`config.mk`:
```
export PLATFORM = sky130hd
export DESIGN_NAME = tcode_report_tx
export DESIGN_NICKNAME = d
export VERILOG_FILES = /design/src/rtl/tcode_report_pkg.sv /design/src/rtl/tcode_event_tracker.sv /design/src/rtl/tcode_byte_streamer.sv /design/src/rtl/tcode_report_tx.sv
export SDC_FILE = /design/constraint.sdc
export NUM_CORES = 1
export LEC_CHECK = 0
export ABC_CLOCK_PERIOD_IN_PS = 1200
export BUFFER_PORTS_ARGS = -buffer_cell sky130_fd_sc_hd__buf_4
export CORE_UTILIZATION = 40
export CTS_BUF_LIST = sky130_fd_sc_hd__clkbuf_2
export DETAILED_ROUTE_END_ITERATION = 10
export PLACE_DENSITY = 0.63
export SETUP_SLACK_MARGIN = 0.2
export SLEW_MARGIN = 20
export SYNTH_ARGS = -nofsm -noshare
export SYNTH_HDL_FRONTEND = slang
export SYNTH_SLANG_ARGS = --single-unit
```
`constraint.sdc`:
```
create_clock -name clk -period 1.2 [get_ports clk]
set_input_delay 0.06 -clock clk [delete_from_list [all_inputs] [get_ports clk]]
set_output_delay 0.06 -clock clk [all_outputs]
set_load 0.02 [all_outputs]
```
`src/rtl/tcode_report_pkg.sv`:
```
// Package: shared widths and the flags-byte bit positions for the report.
// Assumes: fixed 8-byte report format with 16-bit timing fields.
package tcode_report_pkg;
    localparam int SYM_W      = 4;
    localparam int FIELD_W    = 16;
    localparam int BYTE_W     = 8;
    localparam int N_BYTES    = 2 + 3 * (FIELD_W / BYTE_W);
    localparam int FRAME_W    = N_BYTES * BYTE_W;
    localparam int IDX_W      = $clog2(N_BYTES);
    localparam int FLG_NEWSEC = 4;
    localparam int FLG_LOST   = 1;
    localparam int FLG_VALID  = 0;
endpackage

```
`src/rtl/tcode_event_tracker.sv`:
```
// Module: sticky event state between reports.
// Keeps the newest symbol code, a pending-symbol flag, an overwritten flag
// and a new-second flag. take_i clears them, but an event in the same cycle wins.
// Assumes: strobes are single-cycle and synchronous to clk.
module tcode_event_tracker
    import tcode_report_pkg::*;
(
    input  logic             clk,
    input  logic             rst_n,
    input  logic             sec_i,
    input  logic             sym_i,
    input  logic [SYM_W-1:0] code_i,
    input  logic             take_i,
    output logic             new_sec_o,
    output logic             pend_o,
    output logic             lost_o,
    output logic [SYM_W-1:0] code_o
);
    logic             nsec_q, pend_q, lost_q;
    logic [SYM_W-1:0] code_q;

    // Update the sticky flags and the newest symbol.
    always_ff @(posedge clk) begin
        if (!rst_n) begin
            nsec_q <= 1'b0;
            pend_q <= 1'b0;
            lost_q <= 1'b0;
            code_q <= '0;
        end else begin
            if (sec_i)       nsec_q <= 1'b1;
            else if (take_i) nsec_q <= 1'b0;
            if (sym_i) begin
                code_q <= code_i;
                pend_q <= 1'b1;
                lost_q <= take_i ? 1'b0 : (lost_q | pend_q);
            end else if (take_i) begin
                pend_q <= 1'b0;
                lost_q <= 1'b0;
            end
        end
    end

    assign new_sec_o = nsec_q;
    assign pend_o    = pend_q;
    assign lost_o    = lost_q;
    assign code_o    = code_q;

    // an overwrite can only be flagged while a symbol is pending.
    a_r5_lost_needs_pending: assert property (@(posedge clk) disable iff (!rst_n)
        lost_q |-> pend_q);
    // a freeze with no symbol strobe leaves nothing pending.
    a_r7_take_clears: assert property (@(posedge clk) disable iff (!rst_n)
        (take_i && !sym_i) |=> !pend_q && !lost_q);
    // a freeze-cycle symbol goes to the next report without an overwrite.
    a_r7_collide_sym: assert property (@(posedge clk) disable iff (!rst_n)
        (take_i && sym_i) |=> pend_q && !lost_q);
endmodule

```
`src/rtl/tcode_byte_streamer.sv`:
```
// Module: holds a frozen frame and sends it byte 0 first over ready/valid.
// Assumes: load_i is only honoured while idle; the caller gates it with busy_o.
module tcode_byte_streamer
    import tcode_report_pkg::*;
(
    input  logic               clk,
    input  logic               rst_n,
    input  logic               load_i,
    input  logic [FRAME_W-1:0] frame_i,
    input  logic               ready_i,
    output logic               valid_o,
    output logic [BYTE_W-1:0]  data_o,
    output logic               last_o,
    output logic               busy_o
);
    logic [FRAME_W-1:0] frame_q;
    logic [IDX_W-1:0]   idx_q;
    logic               act_q;
    logic [BYTE_W-1:0]  bytes [N_BYTES];

    // Split the frozen frame into an array of bytes.
    for (genvar b = 0; b < N_BYTES; b++) begin : g_split
        assign bytes[b] = frame_q[b*BYTE_W +: BYTE_W];
    end

    // Step through the bytes, one per accepted handshake.
    always_ff @(posedge clk) begin
        if (!rst_n) begin
            act_q   <= 1'b0;
            idx_q   <= '0;
            frame_q <= '0;
        end else if (!act_q) begin
            if (load_i) begin
                act_q   <= 1'b1;
                idx_q   <= '0;
                frame_q <= frame_i;
            end
        end else if (ready_i) begin
            if (idx_q == IDX_W'(N_BYTES - 1)) act_q <= 1'b0;
            idx_q <= idx_q + 1'b1;
        end
    end

    assign valid_o = act_q;
    assign busy_o  = act_q;
    assign data_o  = bytes[idx_q];
    assign last_o  = act_q && (idx_q == IDX_W'(N_BYTES - 1));

    // a stalled byte holds steady.
    a_r8_hold_stable: assert property (@(posedge clk) disable iff (!rst_n)
        (valid_o && !ready_i) |=> valid_o && $stable(data_o) && $stable(last_o));
    // nothing follows an accepted final byte.
    a_r8_end_of_frame: assert property (@(posedge clk) disable iff (!rst_n)
        (last_o && ready_i) |=> !valid_o);
    // an accepted query produces a valid first byte.
    a_r8_start: assert property (@(posedge clk) disable iff (!rst_n)
        (load_i && !busy_o) |=> valid_o && !last_o);
    // a query during streaming does not change the frozen frame.
    a_r9_busy_ignores: assert property (@(posedge clk) disable iff (!rst_n)
        busy_o |=> $stable(frame_q));
endmodule

```
`src/rtl/tcode_report_tx.sv`:
```
// Module: top of the time-code snapshot reporter.
// Freezes the flags, the symbol and the timing inputs when a query arrives while idle,
// then sends the 8-byte report through the byte streamer.
// Assumes: count/phase/interval inputs are already synchronous to clk.
module tcode_report_tx
    import tcode_report_pkg::*;
(
    input  logic               clk,
    input  logic               rst_n,
    input  logic               sec_strobe_i,
    input  logic               sym_strobe_i,
    input  logic [SYM_W-1:0]   sym_code_i,
    input  logic [FIELD_W-1:0] count_i,
    input  logic [FIELD_W-1:0] phase_i,
    input  logic [FIELD_W-1:0] interval_i,
    input  logic               query_i,
    output logic               out_valid_o,
    output logic [BYTE_W-1:0]  out_data_o,
    output logic               out_last_o,
    input  logic               out_ready_i
);
    logic               busy, take, nsec, pend, lost;
    logic [SYM_W-1:0]   code;
    logic [BYTE_W-1:0]  flags_b, sym_b;
    logic [FRAME_W-1:0] frame;

    assign take = query_i && !busy;

    tcode_event_tracker u_trk (
        .clk(clk), .rst_n(rst_n), .sec_i(sec_strobe_i), .sym_i(sym_strobe_i),
        .code_i(sym_code_i), .take_i(take), .new_sec_o(nsec), .pend_o(pend),
        .lost_o(lost), .code_o(code)
    );

    // Build the flags and symbol bytes from the tracker state.
    always_comb begin
        flags_b             = '0;
        flags_b[FLG_NEWSEC] = nsec;
        flags_b[FLG_LOST]   = lost;
        flags_b[FLG_VALID]  = pend;
        sym_b               = pend ? BYTE_W'(code) : '0;
    end

    // Lay out the frame with byte 0 in the low bits; fields go low byte first.
    assign frame = {interval_i, phase_i, count_i, sym_b, flags_b};

    tcode_byte_streamer u_str (
        .clk(clk), .rst_n(rst_n), .load_i(take), .frame_i(frame),
        .ready_i(out_ready_i), .valid_o(out_valid_o), .data_o(out_data_o),
        .last_o(out_last_o), .busy_o(busy)
    );

    // no valid symbol means the symbol byte is zero.
    a_r4_sym_zero: assert property (@(posedge clk) disable iff (!rst_n)
        !pend |-> sym_b == '0);
endmodule

```
### Word-level counts from Yosys, hierarchy flattened

Cells that the tools add are included.

* register bits after elaboration: 70
* output and inout bits: 10
* word-level logic and storage cells: 38

* magnitude comparators: 1
* $add $sub $neg: 1
* reductions and logical operators: 8
* bitwise gates (word level): 3
* mux-type cells: 16
* eq/ne operators: 2

Operator list (number)
* 8-bit binary-select mux with 3-bit select: 1
* 8-bit two-way mux: 2
* 1-bit two-way mux: 9
* 3-bit two-way mux: 3
* 2-bit nonzero test: 3
* 4-bit >= comparator (second input constant): 1
* 4-bit two-way mux: 1
* 3-bit NOT with 4-bit output: 1
* 2-bit AND reduction: 2
* 3-bit by 1-bit adder with 3-bit output (second input constant): 1
* 3-bit equality test (second input constant): 1
* 1-bit logical AND: 2
* 2-bit inequality test (second input constant): 1
* 1-bit logical NOT: 1
* 1-bit NOT: 1
* 1-bit OR: 1

### Longest topological paths before layout

* depth after elaboration: 4
* mapped depth: 6

### Hierarchy

A second synthesis with hierarchy kept.

* cells, all modules: 355
* area, all modules: 3388.2 um^2

By module, submodules not included
* tcode_byte_streamer: area each 3088.0 um^2, instances 1, cells each 327, seq. area each 1361.3 um^2
* tcode_event_tracker: area each 265.3 um^2, instances 1, cells each 22, seq. area each 140.1 um^2
* tcode_report_tx: area each 35.0 um^2, instances 1, cells each 6, seq. area each 0.0 um^2

### Worst setup path before layout

OpenSTA, ideal clock, no wires.

* path type: flip-flop to output port
* from: reg u_str.idx_q[0]
* to: out out_data_o[6]
* buffers on the path: 2
* arrival: 1320 ps
* cell stages (with the launch flop): 6
* data required time: 1140 ps
* setup slack: -180 ps
* path through: dfxtp_1 buf_6 buf_2 mux2_2 nand2_1 o221ai_1

* cells in the longest elaborated chain, start to end: 4

Ends and longest elaborated chain
* start, declared: line tcode_byte_streamer.sv:17 `logic [IDX_W-1:0] idx_q;`
* start signal, assigned: line tcode_byte_streamer.sv:40 `idx_q <= idx_q + 1'b1;`
* 3-bit NOT with 4-bit output (not written as such): line tcode_byte_streamer.sv:46 `assign data_o = bytes[idx_q];`
* 8-bit binary-select mux with 3-bit select: line tcode_byte_streamer.sv:46
* 8-bit two-way mux (not written as such) (2 in a row): line tcode_byte_streamer.sv:46
* end, declared: line tcode_report_tx.sv:18 `output logic [BYTE_W-1:0] out_data_o,`

No other way between the ends. The select of a mux whose other input is x is not followed.

### Final worst setup path

* from: reg u_str.idx_q[0]
* to: out out_data_o[3]

The elaborated chain is that of the path after synthesis.

==> summary.txt <==
root buf cell: clkbuf_2
port bufs: 67
CORE AREA: 6940 um2
Pwr Density: 897 nW/um2
Post-Route WL: 11.9 mm
clock sink count: 66
Mapped Nets: 391
Ports: 68
Fill cells: 363
gr usage total: 28.5%
Worst-Margin Slew: 0.398 ns
Synth top cells by count: nand2_1 (112), dfxtp_1 (66), a21boi_0 (55)
Worst Path Required: 1.14 ns
clock tree buffer depth: 2
TritonCTS Buffers: 9
switching power total: 1.50 mW
Clock Latency Late Sink: 0.50 ns
Synth Register Bits: 66
Synth area leader: dfxtp_1
hold crit path type: input port to flip-flop
relative slew slack: 73.4%
most frequent cell after synthesis: nand2_1
Detail Route Antenna Nets: 0
sequential share of the synthesized area: 44.9%
failing checks: negative setup slack
Initial Util: 42.4%
Pre-Repair DR Iteration Count: 4
total grt overflow: 0
FP Rows: 30
layout cells sized above 1: 56.1%
warnings from Yosys: 0
Detailed Place HPWL: 5.07 mm
startpoint types: flip-flop
Top FF cell, synth: dfxtp_1
worst vdd ir: 0.549 mV
vias per std cell: 5.33
Period minus WS final: 2.01 ns
DIE HEIGHT: 87.8 um
largest net degree at the start of global routing: 32
clk slew on worst S/H paths: 0.17 ns
Layout Skew: 0.0127 ns
RSZ-0062 raised after global routing: true
CP max FO: 6
Lkg Pwr: 2.46 nW
DIE AREA: 7710 um2
share of power burned in registers: 47.1%
WP data arrival: 1.95 ns
power consumption: 5.15 mW
number of global-route vias before repair: 3217
Fin Setup TNS: -15.31 ns
placer congestion estimate: 0.823
Setup violations, final: 72
initial antenna violation count: 0
Yosys top cell area share: 44.9%
R2R setup slack: -0.30 ns
Area growth syn-to-layout: 95.2%
n_diodes: 0
H-Tree Depth: 3
Post-synth EDFFs: 0
TritonCTS clock tree: yes
Post-Syn Area: 2940 um2
routed wire length per instance: 19.9 um
Die Wd: 87.8 um
vias post-DR: 3194
PnR worst setup slack: -0.810 ns
Synth area leaders: dfxtp_1 (45%), nand2_1 (14%), a21boi_0 (14%)
ys async rst share: 0%
Clk pwr share: 24.2%
Iteration-0 DRC Markers: 132
first-pass GRT wire length: 16.2 mm
Total Nets Final: 559
switching share of power: 29.1%
crit path capture type: primary output
outcome: complete, but fails checks
Max-Cap Viols: 0
syn avg cell area: 8.89 um2
Int Power: 3.65 mW
Max Fclk: 0.498 GHz
WS Path Type: flip-flop to primary output
Hold Fails Final Rpt: 0
DRC: 0
synthesized instance count: 331
ratio of final minimum period to clock period: 167%
Comb pwr share: 28.7%
Pins Over Slew Limit: 0
library cells used by synthesis: 26
## cells in the final DEF (no fill, tap or decap), types with 12 or more instances in the layout
cell	count
a21boi_1	29
a21boi_2	27
buf_12	12
buf_16	15
buf_4	77
buf_6	17
dfxtp_1	64
dlygate4sd3_1	57
nand2_1	40
nand2_2	33
nand2_4	39
## power by group through the flow
stage / Clock, mW / Sequential, mW / Combinational, mW
5_1_grt: 1.38 / 2.44 / 1.55
6_report: 1.25 / 2.42 / 1.48
2_1_floorplan: 0 / 2.40 / 0.401
3_3_place_gp: 0 / 2.44 / 0.630
4_1_cts: 1.22 / 2.39 / 1.23
3_5_place_dp: 0 / 2.44 / 0.639
## per-stage QoR
stage / setup slack, ns / utilization (%) / hold slack [ns] / instances / area [um2]
after floorplan: -0.0998 / - / 0.158 / 331 / 3080
after global routing: -0.870 / 82.8 / 0.0925 / 599 / 5750
after detailed placement: -0.335 / 53.5 / 0.283 / 485 / 3720
after CTS: -0.761 / 75.5 / 0.0135 / 593 / 5240
final: -0.810 / 82.8 / 0.155 / 599 / 5750
after global placement: -0.318 / 53.5 / 0.280 / 485 / 3720
## path summary, 6_finish.rpt
kind                      from           endpoint  depth (start not counted)
max reg2reg     u_str.idx_q[0]     u_str.idx_q[2]                          6
min reg2reg  u_str.frame_q[19]  u_str.frame_q[19]                          2
max             u_str.idx_q[0]      out_data_o[3]                          5
min                    query_i       u_trk.lost_o                          6
## layer usage
metal  routed length (um)  track usage [%]  vias up
li1                     -                -     1465
met1                 4580             33.1     1565
met2                 6320             50.0      132
met3                  656             5.94       32
met4                  386             13.6        0
met5                    0                0        -
## state kept, by name, summed over array words and instances, names as in the netlist
signal / count
u_trk.lost_o: 1
u_trk.pend_o: 1
u_str.busy_o: 1
u_str.idx_q: 3
u_str.frame_q: 55
u_trk.code_o: 4
u_trk.new_sec_o: 1
## worst max-delay path, cell delays in order, from the launching register on
cell and delay, ns:
dfxtp_4 0.39, buf_8 0.13, mux2_2 0.35, a221oi_2 0.34
nor2_2 0.08, buf_4 0.16
## repair_timing
item                       in CTS  in global routing
setup endpoints to repair      70                 72
hold endpoints to repair       59                  0
hold buffers                   57                  0
gates resized for setup        83                113
setup buffers                  21                  3
gates cloned                   15                  3
pin swaps                      38                 64
## cell type report
| type | instances | area [um2] | share of cell area [%] |
|---|---|---|---|
| sequential | 66 | 1330 | 23.1 |
| multi-input combinational | 239 | 2110 | 36.8 |
| tap | 96 | 120 | 2.09 |
| clock buffer | 10 | 50.0 | 0.871 |
| timing repair buffer | 183 | 2090 | 36.3 |
| clock inverter | 5 | 46.3 | 0.806 |
## cells by family after synthesis
group	count (synthesis)	synth area share (%)
AND/OR/NAND/NOR	136	18.9
AO/OA/AOI/OAI	72	18.2
flip-flops	66	44.9
multiplexers	29	12.7
buffers and inverters	26	4.50
adder cells (fa/ha/maj)	2	0.850
No activity file was read; power rests on OpenSTA's default activity.
